`src/rtl/i2c_tg_pkg.sv`:
```
package i2c_tg_pkg;

  typedef enum logic [1:0] {
    OP_START   = 2'd0,
    OP_BIT     = 2'd1,
    OP_STOP    = 2'd2,
    OP_BIT_ALT = 2'd3
  } step_op_e;

  typedef enum logic [2:0] {
    ST_IDLE  = 3'd0,
    ST_PARK  = 3'd1,
    ST_LOW   = 3'd2,
    ST_HIGH  = 3'd3,
    ST_SETHI = 3'd4,
    ST_HOLD  = 3'd5
  } seq_state_e;

  function automatic logic op_is_bit(input logic [1:0] op);
    return (op == OP_BIT) || (op == OP_BIT_ALT);
  endfunction

endpackage

```
`src/rtl/i2c_tg_timing.sv`:
```
module i2c_tg_timing #(
  parameter int CNT_W = 12
) (
  input  logic [CNT_W-1:0] period,
  input  logic [CNT_W-1:0] low,
  input  logic [CNT_W-1:0] setup,
  input  logic [CNT_W-1:0] dsetup,
  output logic [CNT_W-1:0] low_len,
  output logic [CNT_W-1:0] high_len,
  output logic [CNT_W-1:0] set_len,
  output logic [CNT_W-1:0] dsu_idx,
  output logic [CNT_W-1:0] smp_idx
);

  localparam logic [CNT_W-1:0] MIN_PHASE = CNT_W'(2);
  localparam logic [CNT_W-1:0] ONE       = CNT_W'(1);

  logic [CNT_W-1:0] high_raw;
  logic [CNT_W-1:0] dsu_max;

  always_comb begin
    low_len  = (low < MIN_PHASE) ? MIN_PHASE : low;
    high_raw = period - low_len;
    if ((period > low_len) && (high_raw >= MIN_PHASE)) high_len = high_raw;
    else                                                high_len = MIN_PHASE;
    set_len  = (setup == '0) ? ONE : setup;
    dsu_max  = low_len - MIN_PHASE;
    dsu_idx  = (dsetup > dsu_max) ? dsu_max : dsetup;
    smp_idx  = (high_len - ONE) >> 1;
  end

endmodule

```
`src/rtl/i2c_tg_sync.sv`:
```
module i2c_tg_sync #(
  parameter int   STAGES  = 2,
  parameter int   W       = 2,
  parameter logic RST_VAL = 1'b1
) (
  input  logic         clk,
  input  logic         rst_n,
  input  logic [W-1:0] d,
  output logic [W-1:0] q
);

  logic [W-1:0] chain [STAGES];

  for (genvar s = 0; s < STAGES; s++) begin : g_stage
    always_ff @(posedge clk or negedge rst_n) begin
      if (!rst_n) chain[s] <= {W{RST_VAL}};
      else if (s == 0) chain[s] <= d;
      else chain[s] <= chain[(s == 0) ? 0 : s-1];
    end
  end

  assign q = chain[STAGES-1];

endmodule

```
`src/rtl/i2c_tg_seq.sv`:
```
module i2c_tg_seq
  import i2c_tg_pkg::*;
#(
  parameter int CNT_W = 12
) (
  input  logic             clk,
  input  logic             rst_n,
  input  logic             normal,
  input  logic [CNT_W-1:0] low_len,
  input  logic [CNT_W-1:0] high_len,
  input  logic [CNT_W-1:0] set_len,
  input  logic [CNT_W-1:0] dsu_idx,
  input  logic [CNT_W-1:0] smp_idx,
  input  logic             cmd_valid,
  output logic             cmd_ready,
  input  logic [1:0]       cmd_op,
  input  logic             cmd_bit,
  input  logic             sda_s,
  output logic             tick_sda,
  output logic             tick_rise,
  output logic             tick_sample,
  output logic             tick_end,
  output logic             rx_bit,
  output logic             scl_q,
  output logic             sda_q,
  output seq_state_e       state
);

  localparam logic [CNT_W-1:0] ONE = CNT_W'(1);

  seq_state_e       st;
  logic [1:0]       op_q;
  logic             tgt_q;
  logic [CNT_W-1:0] cnt;
  logic             rx_q;
  logic             fire;
  logic             low_last, high_last, set_last;

  assign cmd_ready = normal && ((st == ST_IDLE) || (st == ST_PARK));
  assign fire      = cmd_valid && cmd_ready;
  assign low_last  = (cnt == low_len  - ONE);
  assign high_last = (cnt == high_len - ONE);
  assign set_last  = (cnt == set_len  - ONE);

  always_ff @(posedge clk or negedge rst_n) begin
    if (!rst_n) begin
      st    <= ST_IDLE;
      op_q  <= OP_BIT;
      tgt_q <= 1'b0;
      cnt   <= '0;
      scl_q <= 1'b0;
      sda_q <= 1'b0;
      rx_q  <= 1'b0;
    end else if (!normal) begin
      st    <= ST_IDLE;
      cnt   <= '0;
      scl_q <= 1'b0;
      sda_q <= 1'b0;
    end else begin
      case (st)
        ST_IDLE, ST_PARK: begin
          if (fire) begin
            cnt  <= '0;
            op_q <= cmd_op;
            if (cmd_op == OP_START) begin
              if (st == ST_IDLE) begin
                st    <= ST_HOLD;
                sda_q <= 1'b1;
              end else begin
                st    <= ST_LOW;
                tgt_q <= 1'b0;
              end
            end else if (cmd_op == OP_STOP) begin
              if (st == ST_IDLE) st <= ST_SETHI;
              else begin
                st    <= ST_LOW;
                tgt_q <= 1'b1;
              end
            end else begin
              st    <= ST_LOW;
              scl_q <= 1'b1;
              tgt_q <= ~cmd_bit;
            end
          end
        end
        ST_LOW: begin
          if (cnt == dsu_idx) sda_q <= tgt_q;
          if (low_last) begin
            cnt   <= '0;
            scl_q <= 1'b0;
            st    <= op_is_bit(op_q) ? ST_HIGH : ST_SETHI;
          end else begin
            cnt <= cnt + ONE;
          end
        end
        ST_HIGH: begin
          if (cnt == smp_idx) rx_q <= sda_s;
          if (high_last) begin
            cnt   <= '0;
            scl_q <= 1'b1;
            st    <= ST_PARK;
          end else begin
            cnt <= cnt + ONE;
          end
        end
        ST_SETHI: begin
          if (set_last) begin
            cnt <= '0;
            if (op_q == OP_START) begin
              st    <= ST_HOLD;
              sda_q <= 1'b1;
            end else begin
              st    <= ST_IDLE;
              sda_q <= 1'b0;
            end
          end else begin
            cnt <= cnt + ONE;
          end
        end
        ST_HOLD: begin
          if (set_last) begin
            cnt   <= '0;
            scl_q <= 1'b1;
            st    <= ST_PARK;
          end else begin
            cnt <= cnt + ONE;
          end
        end
        default: st <= ST_IDLE;
      endcase
    end
  end

  always_comb begin
    tick_sda    = normal && (st == ST_LOW)  && (cnt == dsu_idx);
    tick_rise   = normal && (st == ST_LOW)  && low_last;
    tick_sample = normal && (st == ST_HIGH) && (cnt == smp_idx);
    tick_end    = normal && (((st == ST_HIGH) && high_last) ||
                             ((st == ST_SETHI) && set_last && (op_q == OP_STOP)) ||
                             ((st == ST_HOLD) && set_last));
  end

  assign rx_bit = rx_q;
  assign state  = st;

endmodule

```
`src/rtl/i2c_timing_gen.sv`:
```
module i2c_timing_gen
  import i2c_tg_pkg::*;
#(
  parameter int CNT_W       = 12,
  parameter int SYNC_STAGES = 2
) (
  input  logic             clk,
  input  logic             rst_n,
  input  logic [CNT_W-1:0] cfg_period,
  input  logic [CNT_W-1:0] cfg_low,
  input  logic [CNT_W-1:0] cfg_setup,
  input  logic [CNT_W-1:0] cfg_dsetup,
  input  logic             rec_normal,
  input  logic             rec_scl_rel,
  input  logic             cmd_valid,
  output logic             cmd_ready,
  input  logic [1:0]       cmd_op,
  input  logic             cmd_bit,
  output logic             tick_sda,
  output logic             tick_rise,
  output logic             tick_sample,
  output logic             tick_end,
  output logic             rx_bit,
  input  logic             scl_in,
  input  logic             sda_in,
  output logic             scl_pull,
  output logic             sda_pull,
  output logic [3:0]       line_mon
);

  logic [CNT_W-1:0] low_len, high_len, set_len, dsu_idx, smp_idx;
  logic [1:0]       lines_s;
  logic             seq_scl, seq_sda;
  seq_state_e       fsm_state;

  i2c_tg_timing #(.CNT_W(CNT_W)) u_timing (
    .period   (cfg_period),
    .low      (cfg_low),
    .setup    (cfg_setup),
    .dsetup   (cfg_dsetup),
    .low_len  (low_len),
    .high_len (high_len),
    .set_len  (set_len),
    .dsu_idx  (dsu_idx),
    .smp_idx  (smp_idx)
  );

  i2c_tg_sync #(.STAGES(SYNC_STAGES), .W(2), .RST_VAL(1'b1)) u_sync (
    .clk   (clk),
    .rst_n (rst_n),
    .d     ({sda_in, scl_in}),
    .q     (lines_s)
  );

  i2c_tg_seq #(.CNT_W(CNT_W)) u_seq (
    .clk         (clk),
    .rst_n       (rst_n),
    .normal      (rec_normal),
    .low_len     (low_len),
    .high_len    (high_len),
    .set_len     (set_len),
    .dsu_idx     (dsu_idx),
    .smp_idx     (smp_idx),
    .cmd_valid   (cmd_valid),
    .cmd_ready   (cmd_ready),
    .cmd_op      (cmd_op),
    .cmd_bit     (cmd_bit),
    .sda_s       (lines_s[1]),
    .tick_sda    (tick_sda),
    .tick_rise   (tick_rise),
    .tick_sample (tick_sample),
    .tick_end    (tick_end),
    .rx_bit      (rx_bit),
    .scl_q       (seq_scl),
    .sda_q       (seq_sda),
    .state       (fsm_state)
  );

  assign scl_pull = rec_normal ? seq_scl : ~rec_scl_rel;
  assign sda_pull = seq_sda;
  assign line_mon = {~sda_pull, lines_s[1], ~scl_pull, lines_s[0]};

endmodule

```
`config.mk`:
```
export PLATFORM = sky130hd
export DESIGN_NAME = i2c_timing_gen
export DESIGN_NICKNAME = d
export VERILOG_FILES = /design/src/rtl/i2c_tg_pkg.sv /design/src/rtl/i2c_tg_timing.sv /design/src/rtl/i2c_tg_sync.sv /design/src/rtl/i2c_tg_seq.sv /design/src/rtl/i2c_timing_gen.sv
export SDC_FILE = /design/constraint.sdc
export NUM_CORES = 1
export LEC_CHECK = 0
export ABC_AREA = 0
export BUFFER_PORTS_ARGS = -buffer_cell sky130_fd_sc_hd__buf_2
export CAP_MARGIN = 20
export CORE_ASPECT_RATIO = 0.8
export CORE_MARGIN = 2
export CORE_UTILIZATION = 43
export CTS_CLUSTER_SIZE = 25
export DETAILED_ROUTE_END_ITERATION = 10
export HOLD_SLACK_MARGIN = 0.08
export RECOVER_POWER = 50
export SLEW_MARGIN = 20
export SYNTH_ARGS = -nofsm -noshare
export SYNTH_HDL_FRONTEND = slang
export SYNTH_SLANG_ARGS = --single-unit
```
`constraint.sdc`:
```
create_clock -name clk -period 12.15 [get_ports clk]
set_clock_uncertainty 0.1 [all_clocks]
set_input_delay 1.8225 -clock clk [delete_from_list [all_inputs] [get_ports clk]]
set_output_delay 1.8225 -clock clk [all_outputs]
set_load 0.05 [all_outputs]
```
# Word-level counts from Yosys, hierarchy flattened

Index checks and enable logic that the tools add are counted.

Output and inout port bits: 12
Register bits: 25

Equality and inequality tests: 29
Reductions and logical operators: 30
Muxes and demuxes: 44
Bitwise logic cells: 4
$add $sub $neg: 6
Order comparisons: 4

Operators with widths:

| cell                  | count |
|---|---|
| $mux 12               | 9 |
| $eq 12x12->1          | 4 |
| $pmux 12 s4           | 1 |
| $mux 3                | 12 |
| $sub 12x1->12 const B | 3 |
| $gt 12x12->1          | 2 |
| $ne 3x2->1 const B    | 8 |
| $mux 1                | 19 |
| $pmux 3 s5            | 1 |
| $logic_and 1x1->1     | 13 |
| $add 12x1->12 const B | 1 |
| $eq 12x11->1          | 1 |
| $ge 12x2->1 const B   | 1 |
| $logic_not 12->1      | 1 |
| $lt 12x2->1 const B   | 1 |
| $sub 12x12->12        | 1 |
| $sub 12x2->12 const B | 1 |
| $reduce_and 5->1      | 2 |
| $reduce_and 7->1      | 1 |
| $eq 2x2->1 const B    | 3 |
| $eq 3x2->1 const B    | 2 |
| $eq 3x3->1 const B    | 2 |
| $ne 3x3->1 const B    | 2 |
| $reduce_and 3->1      | 2 |
| 15 further kinds      | 24 |

# Logic depth before layout (Yosys ltp)

Gate-level depths: netlist of run 1.

Depth in word-level cells: 12
Gate-level depth with buffers: 28

# By module

A second synthesis of run 1 with hierarchy kept.

Cells, all modules: 662
Area total of the unflattened synthesis: 4938.5 um^2

Modules (own cells, without submodules):

| module         | instances | cells each | seq. area each (um^2) | area an instance (um^2) |
|---|---|---|---|---|
| i2c_tg_seq     | 1         | 393        | 526.8                 | 3010.4 |
| i2c_tg_timing  | 1         | 259        | 0.0                   | 1788.0 |
| i2c_tg_sync    | 1         | 6          | 105.1                 | 120.1 |
| i2c_timing_gen | 1         | 4          | 0.0                   | 20.0 |

# Least setup slack after synthesis of run 1

No wires, ideal clock.

Path kind: input to output
Start point: input port cfg_low[9]
End point: output port tick_sample
Slack: 1917 ps
Arrival time: 8311 ps
Data required time: 10227 ps
Stages: 23
Path buffers: 2
Cell sequence: clkbuf_1 -> nor4_1 -> a41oi_1 -> ha_1 -> fa_1 -> nand3b_1 -> a211o_1 -> o211a_1 -> a211o_1 -> a2111oi_1 -> or3_1 -> ha_1 -> clkbuf_1 -> clkinv_1 -> xnor2_1 -> a21oi_1 -> nor2_1 -> a21oi_1 -> o31ai_1 -> o2111ai_1 -> a211oi_1 -> nand3_1 -> nor4_1

Cells in the longest elaborated chain, start to end: 9

Ends and longest elaborated chain:

| item                | line                 | source |
|---|---|---|
| from (decl)         | i2c_timing_gen.sv:10 | `input logic [CNT_W-1:0] cfg_low,` |
| $lt 12x2->1         | i2c_tg_timing.sv:22  | `low_len = (low < MIN_PHASE) ? MIN_PHASE : low;` |
| $mux 12 *           | i2c_tg_timing.sv:22  |  |
| $sub 12x12->12      | i2c_tg_timing.sv:23  | `high_raw = period - low_len;` |
| $ge 12x2->1         | i2c_tg_timing.sv:24  | `if ((period > low_len) && (high_raw >= MIN_PHASE)) high_len = high_raw;` |
| $logic_and 1x1->1   | i2c_tg_timing.sv:24  |  |
| $mux 12 *           | i2c_tg_timing.sv:24  |  |
| $sub 12x1->12 *     | i2c_tg_timing.sv:29  | `smp_idx = (high_len - ONE) >> 1;` |
| $eq 12x11->1 *      | i2c_tg_seq.sv:137    | `tick_sample = normal && (st == ST_HIGH) && (cnt == smp_idx);` |
| $logic_and 1x1->1 * | i2c_tg_seq.sv:137    |  |
| to (decl)           | i2c_timing_gen.sv:21 | `output logic tick_sample,` |

Every way passes the cells marked *; elsewhere a longest branch is shown, timed or not.

# Worst setup path in the final report of run 1

Start point: input port cfg_low[9]
End point: output port tick_end

Cells in the longest elaborated chain, start to end: 12

Ends and longest elaborated chain:

| item                | line                 | source |
|---|---|---|
| $lt 12x2->1         | i2c_tg_timing.sv:22  |  |
| $mux 12 *           | i2c_tg_timing.sv:22  |  |
| $sub 12x12->12      | i2c_tg_timing.sv:23  |  |
| $ge 12x2->1         | i2c_tg_timing.sv:24  |  |
| $logic_and 1x1->1   | i2c_tg_timing.sv:24  |  |
| $mux 12 *           | i2c_tg_timing.sv:24  |  |
| $sub 12x1->12 *     | i2c_tg_seq.sv:42     | `assign high_last = (cnt == high_len - ONE);` |
| $eq 12x12->1 *      | i2c_tg_seq.sv:42     |  |
| $logic_and 1x1->1 * | i2c_tg_seq.sv:138    | `tick_end = normal && (((st == ST_HIGH) && high_last) \|\|` |
| $logic_or 1x1->1 *  | i2c_tg_seq.sv:138    |  |
| $logic_or 1x1->1 *  | i2c_tg_seq.sv:139    | `((st == ST_SETHI) && set_last && (op_q == OP_STOP)) \|\|` |
| $logic_and 1x1->1 * | i2c_tg_seq.sv:138    |  |
| to (decl)           | i2c_timing_gen.sv:22 | `output logic tick_end,` |

Marks and branches as above.

==> results of run 1 <==
[per-stage QoR]
| step | instances | setup slack [ps] | cell area [um^2] |
|---|---|---|---|
| 2_1_floorplan | 706 | 1917 | 5060 |
| 6_report | 895 | 1355 | 5547 |
| 5_1_grt | 895 | 591.0 | 5547 |
| 3_3_place_gp | 891 | 1624 | 5465 |
| 3_5_place_dp | 891 | 1492 | 5465 |
| 4_1_cts | 895 | 1454 | 5549 |
[state kept, by name, indices dropped and copies added, names as in the netlist]
register,cells
u_seq.cnt,12
u_seq.sda_q,1
u_sync.q,2
u_seq.op_q,2
u_seq.rx_bit,1
u_seq.tgt_q,1
u_sync.chain,2
u_seq.state,3
u_seq.scl_q,1
[layer usage]
| metal | track usage, % | up-vias |
|---|---|---|
| met1 | 39.86 | 2702 |
| met3 | 5.042 | 38 |
| met2 | 41.89 | 296 |
| li1 | - | 2725 |
| met5 | 0 | - |
| met4 | 8.034 | 0 |
[kinds of logic (layout without fill, tap and decap cells)]
group / Yosys count / count (layout) / share of synthesized area, %
and+or+nand+nor: 258 / 258 / 25.89
AOI/OAI and AO/OA: 214 / 214 / 29.62
buffers and inverters: 85 / 126 / 6.701
xor gates and xnor gates: 58 / 58 / 10.04
adders and majority gates: 38 / 38 / 9.545
muxes: 28 / 28 / 5.712
DFF: 25 / 25 / 12.49
[Yosys cell counts, drive strengths merged, types with 8 or more instances]
cell    instances
a211oi         17
a21o           12
a21oi          48
a31oi          10
and2            8
buf            11
clkbuf         25
dfrtp          20
ha             37
inv            46
mux2i          21
nand2          50
nand3          26
nand4          14
nor2           64
nor3           21
nor4           16
o21a           10
o21ai          38
o22ai          10
or3            18
xnor2          40
xor2           18
[area by class of cell]
type	instances	area share [%]
clock buffers	3	1.353
clock inverters	1	0.1579
inverters	49	3.316
multi-input cells	596	73.72
flip-flops and latches	25	11.39
well taps	148	3.339
repair buffers	73	6.722
[worst reg2reg max path, delay by kind of cell (launching register included)]
kind | cells | cell delay (ps)
buf+inv | 1 | 490
compound gates | 4 | 1280
flops | 1 | 640
simple gates | 6 | 1900
[power breakdown]
part | internal (W) | switching [W]
clock network | 0.0000455 | 0.0000324
logic | 0.000132 | 0.000229
registers | 0.0000990 | 0.0000241
[how the worst min path moves through the flow]
| stage | from | to | slack (ps) | cells after the start |
|---|---|---|---|---|
| floorplan | u_sync.chain[2] | u_sync.q[0] | 250 | 0 |
| global placement | u_sync.chain[2] | u_sync.q[0] | 250 | 0 |
| detailed placement | u_sync.chain[2] | u_sync.q[0] | 250 | 0 |
| CTS | u_sync.chain[2] | u_sync.q[0] | 260 | 0 |
| global route | u_sync.chain[3] | u_sync.q[1] | 260 | 0 |
| finish | u_sync.chain[2] | u_sync.q[0] | 260 | 0 |
==> run summary, run 1 <==
The run finished with clean final reports. The first global-routing pass estimated 28110 um of wire. The number of diodes is 0. The number of port buffers came out at 69. Across all layers, the routed design uses 5761 vias.

The number of cells upsized or downsized after cts came out at 0. The average wire length per cell after detail routing is 19.57 um. The routed design has 17510 um of wire. STA classifies the critical path endpoint as a primary output. The clock tree root buffer cell is sky130_fd_sc_hd__clkbuf_16. The sequential cell area in the final layout is 631.9 um^2.

Clock-pin slew was measured on the worst setup and hold paths at 70 ps. The worst setup path is launched from an input port. The number of core rows is 35.

IR analysis of the VDD net gives a maximum drop of 0.00005620 V. The cell area after synthesis came out at 5060 um^2. The post-layout minimum cycle time came out at 10800 ps.

The number of buffers on the longest clock path came out at 2. Counting buffers and inverters, the worst setup path is 24 cells deep. The portion of synthesized cell area occupied by the leading cell type came out at 9.891%. The final RePlAce weighted congestion came out at 1.008. The number of different library cells in the post-synthesis netlist is 78. The final number of setup-violating endpoints came out at 0.

The worst reg-to-reg path cell count came out at 11. The count of unresolved DRC violations after routing is 0. The floorplan die width came out at 125.3 um.

The number of design-rule violations left by the first detailed-router iteration came out at 555. A synthesized cell averages 7.167 um^2. The timing-limited maximum frequency is 92.63 MHz.

The met1 routed wirelength after detailed routing is 8214 um. The initial antenna violation count is 0. The global-route congestion overflow total came out at 0.

Summing all multi-input logic gate instances after layout gives 4089 um^2. The depth of the CTS H-tree is 1. The leakage dissipation came out at 2.250 nW. The flip-flop and latch count after synthesis is 25. After synthesis, the cell types taking the most area are sky130_fd_sc_hd__dfrtp_1 (9.9%), sky130_fd_sc_hd__ha_1 (9.1%), sky130_fd_sc_hd__xnor2_1 (6.9%). The mean number of vias per cell came out at 6.437. The cell with the biggest individual delay on the critical path is sky130_fd_sc_hd__ha_1.

The utilization after layout is 48.16%. Once the floorplan was initialized, standard cells occupied 43.93% of the core. The later pin in the worst-skew pair is clocked with a latency of 260 ps. In the layout the commonest cells are sky130_fd_sc_hd__buf_2 (67), sky130_fd_sc_hd__nor2_1 (64), sky130_fd_sc_hd__nand2_1 (50). The HPWL reported at the end of detailed placement is 14020 um. The worst hold slack came out at 257.7 ps. Data on the critical path is required at its endpoint by 10230 ps. The layout cell share with drive strength beyond 1 is 13.65%. The total number of yosys warnings came out at 0. The all-layer global routing usage is 27.58%. Of the synthesized area, sequential elements account for 12.49%. Together, buffers and inverters on the worst path number 3. Traced cell by cell, the critical path runs through buf_2, nor4_1, a41oi_1, ha_1, fa_1, nand3b_1, a211o_1, o211a_1, a211o_1, a2111oi_1, or3_1, ha_1, clkinv_1, xnor2_1, xnor2_1, a21oi_1, mux2i_1, nor4_1, nand4_1, a21oi_1, nand4_1, or4_1, o22ai_1, buf_2. The capturing point of the worst reg2reg path is u_seq.cnt[10]. At the pin with the least slew margin, the transition time is 1388 ps. The power density normalized to cell area is 101.3 nW/um^2. The maximum single-stage delay on the critical path is 550 ps. Pin placement for this block handled 70 I/O pins.

In this run the tightest slew margin relative to its limit is 7.454%. The worst hold path belongs to the class reg2reg. The final number of hold-violating endpoints is 0. The total number of clock tree sinks is 25.

Compared with the post-synthesis result, the final layout area differs by 9.619%. The CTS buffer count came out at 3. Synthesis produced a netlist with a net count of 802. TritonCTS built the clock tree. The fraction of registers with async set or reset after synthesis is 100.0%. STA puts the critical path data arrival time at 8870 ps. The power after layout came out at 0.0005618 W. The number of instances in the synthesized netlist came out at 706.

Summed over all nets, wire length on met3 after detailed routing comes to 1664 um. The largest driver fanout on the critical path is 17. Leaving out fill and tap cells, the most frequent cell in the layout is sky130_fd_sc_hd__buf_2.

The number of buffers added to fix hold violations after cts came out at 0. The number of synthesized flops with an enable pin is 0. In this run the register-to-register setup slack is 7630 ps. The kind of cell with the highest combined delay on the critical path is compound AO/OA/AOI/OAI gates. The max-capacitance violation count is 0. In the synthesized netlist the dominant register cell turns out to be sky130_fd_sc_hd__dfrtp_1.

The most critical setup path has its endpoint at tick_end. The startpoint identified for the worst register-to-register timing path is u_seq.cnt[2]. The post-route setup TNS is 0 ps.

The final-report max-slew violation count came out at 0. The synthesized design spends more area on one cell type than any other, namely sky130_fd_sc_hd__dfrtp_1. Tracing the worst setup path back leads to its startpoint at cfg_low[9].

The maximum number of pins on one net before global-route repair came out at 26. Setup repair after global routing left no endpoint under its margin. The die outline area is 12660 um^2. The number of search-and-repair iterations in the first detailed-routing pass is 5.

The layout net count is 844. The via count of the first global-routing pass is 5386. The topmost layer with routed signal wires is met4.

By startpoint and endpoint, the worst setup path is classified as in2out. The post-CTS setup repair buffer count is 0. The detailed route wirelength on metal2 is 7178 um. The final cycle utilization of the critical path is 88.85%.

The area of the core region came out at 11520 um^2. The remaining antenna violation count after routing is 0. Measured along the y axis, the die boundary spans 101.0 um. The filler cell count came out at 1193.
No activity file was read; power rests on OpenSTA's default activity.
==> run 2, diff against run 1 <==
--- a/config.mk
+++ b/config.mk
@@ -15,6 +15,7 @@
 export DETAILED_ROUTE_END_ITERATION = 10
 export HOLD_SLACK_MARGIN = 0.08
 export RECOVER_POWER = 50
+export REMOVE_ABC_BUFFERS = 1
 export SLEW_MARGIN = 20
 export SYNTH_ARGS = -nofsm -noshare
 export SYNTH_HDL_FRONTEND = slang
==> run summary, run 2 (synthesis gave the netlist of run 1 again) <==
The number of vias in the routed layout is 5766 (+0.087%). The max-capacitance violation count is 0 (unchanged). The switching part of the total power is 50.84% (+0.079 points).

The number of port buffers is 69 (unchanged). The timing-limited maximum frequency is 91.93 MHz (-0.76%). The vertical die dimension came out at 101.0 um (unchanged).

The number of core rows came out at 35 (unchanged). The final cycle utilization of the critical path came to 89.53% (+0.68 points). The wire length of the first global-routing pass came out at 27890 um (-0.79%). The net switching power of the design was 0.0002861 W (+0.32%).

The relative slew slack is 7.886% (+0.43 points). The register with the most flip-flops is u_seq.cnt. The all-layer global routing usage came out at 27.09% (-0.48 points).

The power after layout is 0.0005627 W (+0.17%). The final number of setup-violating endpoints was 0 (unchanged). The post-layout minimum cycle time came out at 10880 ps (+82.93 ps). The remaining antenna violation count after routing is 0 (unchanged). The floorplan die width came out at 125.3 um (unchanged). The element type at the critical path end is a primary output.

The combinational cell fraction of total power is 64.6% (+0.4 points). The die outline area is 12660 um^2 (unchanged). The via count of the first global-routing pass was 5492 (+2.0%). The mean number of vias per cell came out at 6.457 (+0.31%). The insertion delay of the later-clocked pin in the worst-skew pair came out at 270 ps (about the same). The number of diodes came out at 0 (unchanged). The combined area of the multi-input logic cells is 4089 um^2 (unchanged).

The endpoint arrival time on the critical path was 8960 ps (+90 ps). The tree is rooted in a sky130_fd_sc_hd__clkbuf_16. The post-route setup TNS is 0 ps (unchanged). The peak ir drop on the vdd network came out at 0.00007081 V (+26%).

Setup repair after global routing left no endpoint under its margin. The setup slack of the critical path after layout is 1272 ps (-82.93 ps). The number of buffers on the longest clock path is 2 (unchanged).

The flow ran to the end, and the final reports show no timing, DRC or antenna violations. The clock tree from TritonCTS is built. The part of the total power dissipated in the clock network is 13.4% (-0.5 points). The HPWL reported at the end of detailed placement is 13770 um (-1.8%). The power density normalized to cell area is 101.8 nW/um^2 (+0.46%).

The maximum number of pins on one net before global-route repair is 26 (unchanged). The filler cell count came to 1169 (-2.0%). The layout net count was 842 (-0.24%).

The depth of the CTS H-tree is 1 (unchanged). The top cell types in the final layout, fill and taps aside, are sky130_fd_sc_hd__buf_2 (67), sky130_fd_sc_hd__nor2_1 (64), sky130_fd_sc_hd__nand2_1 (50). The number of top-level design ports is 70 (unchanged).

The total number of clock tree sinks is 25 (unchanged). STA classifies the critical path startpoint as an input port. The initial standard-cell utilization of the core is 43.93% (unchanged).

The largest driver fanout on the critical path came out at 17 (unchanged). The critical path required time came out at 10230 ps (about the same). The worst-case setup slack after placement came out at 1425 ps (-66.67 ps). The final RePlAce weighted congestion was 0.9574 (-5.0%).

The internal power of the cells is 0.0002766 W (about the same). The average wire length per cell after detail routing is 19.50 um (-0.37%). The sequential group share of total power came to 21.9% (about the same). The slew at the pin closest to its max-slew limit is 1382 ps (-6.471 ps). The sequential cell area in the final layout is 631.9 um^2 (unchanged). The global-route congestion overflow total is 0 (unchanged). The post-CTS setup repair buffer count is 0 (unchanged). The initial antenna violation count came out at 0 (unchanged). The clock-pin slew reported for the worst setup and hold paths after clock tree synthesis was 60 ps (about the same). The layout cell share with drive strength beyond 1 came out at 13.42% (-0.23 points). The number of cells upsized or downsized after cts came out at 0 (unchanged). The final number of hold-violating endpoints is 0 (unchanged). The final-report max-slew violation count came to 0 (unchanged). The area growth from synthesis to final layout is 9.298%.

The number of design-rule violations left by the first detailed-router iteration was 648 (+17%). The count of unresolved DRC violations after routing is 0 (unchanged). The number of search-and-repair iterations in the first detailed-routing pass is 8 (+3). The utilization after layout is 48.02% (-0.14 points). The area of the core region came out at 11520 um^2 (unchanged). The CTS buffer count came to 3 (unchanged). The flip-flop count of the largest register after layout came out at 12 (unchanged).

The number of buffers added to fix hold violations after cts came out at 0 (unchanged). The total detailed-routing wirelength came out at 17410 um (-0.59%). The commonest non-fill, non-tap cell in the layout is sky130_fd_sc_hd__buf_2. The critical path is of the in2out type.

The type of the most critical hold path is reg2reg. The leakage dissipation is 2.234 nW (-0.68%).
-- run 2: final timing paths --
path	depth (start not counted)	slack (ps)	endpoint	startpoint
max in group asynchronous	1	9380	u_seq.tgt_q	rst_n
setup reg to reg	11	7870	u_seq.cnt[10]	u_seq.cnt[8]
hold / removal	0	260	u_sync.q[0]	u_sync.chain[2]
hold reg to reg	0	260	u_sync.q[0]	u_sync.chain[2]
min in group asynchronous	1	1760	u_seq.cnt[6]	rst_n
setup / recovery	24	1270	tick_end	cfg_low[9]
-- run 2: per-stage QoR --
stage               area (um^2)  hold slack [ps]  std cells
floorplan                  4905            245.2        670
finish                     5530            258.3        893
global route               5530            263.3        893
detailed placement         5450            247.2        889
global placement           5450            245.8        889
CTS                        5533            260.4        893
-- run 2: layout make-up --
class / instances / area share [%]
multi-input combinational: 596 / 73.94
sequential: 25 / 11.43
timing repair buffer: 71 / 6.471
tap: 148 / 3.348
inverter: 49 / 3.326
clock buffer: 3 / 1.357
clock inverter: 1 / 0.1357
-- run 2: critical path, stage by stage --
cell	delay, ps
sky130_fd_sc_hd__buf_2	150
sky130_fd_sc_hd__nor4_1	570
sky130_fd_sc_hd__a41oi_1	450
sky130_fd_sc_hd__ha_1	360
sky130_fd_sc_hd__fa_1	430
sky130_fd_sc_hd__nand3b_1	280
sky130_fd_sc_hd__a211o_1	340
sky130_fd_sc_hd__o211a_1	230
sky130_fd_sc_hd__a211o_1	330
sky130_fd_sc_hd__a2111oi_1	560
sky130_fd_sc_hd__or3_1	210
sky130_fd_sc_hd__ha_1	530
sky130_fd_sc_hd__clkinv_1	430
sky130_fd_sc_hd__xnor2_1	340
sky130_fd_sc_hd__xnor2_1	90
sky130_fd_sc_hd__a21oi_1	180
sky130_fd_sc_hd__mux2i_1	110
sky130_fd_sc_hd__nor4_1	260
sky130_fd_sc_hd__nand4_1	130
sky130_fd_sc_hd__a21oi_1	150
sky130_fd_sc_hd__nand4_1	100
sky130_fd_sc_hd__or4_1	460
sky130_fd_sc_hd__o22ai_1	150
sky130_fd_sc_hd__buf_2	290
-- run 2: metal layers --
| metal | wire length, um | vias up | GRT usage [%] | share of wire, % |
|---|---|---|---|---|
| li1 | - | 2714 | - | - |
| met5 | 0 | - | 0 | 0 |
| met2 | 7327 | 309 | 41.72 | 42 |
| met3 | 1726 | 41 | 6.104 | 9.9 |
| met1 | 7923 | 2702 | 38.15 | 46 |
| met4 | 435 | 0 | 7.607 | 2.5 |
-- run 2: power groups by stage --
stage	sequential, W	clock [W]	combinational (W)
6_report	0.000123	0.0000757	0.000364
5_1_grt	0.000126	0.0000825	0.000397
4_1_cts	0.000122	0.0000769	0.000355
3_5_place_dp	0.000124	0	0.000351
3_3_place_gp	0.000124	0	0.000351
2_1_floorplan	0.000121	0	0.000256
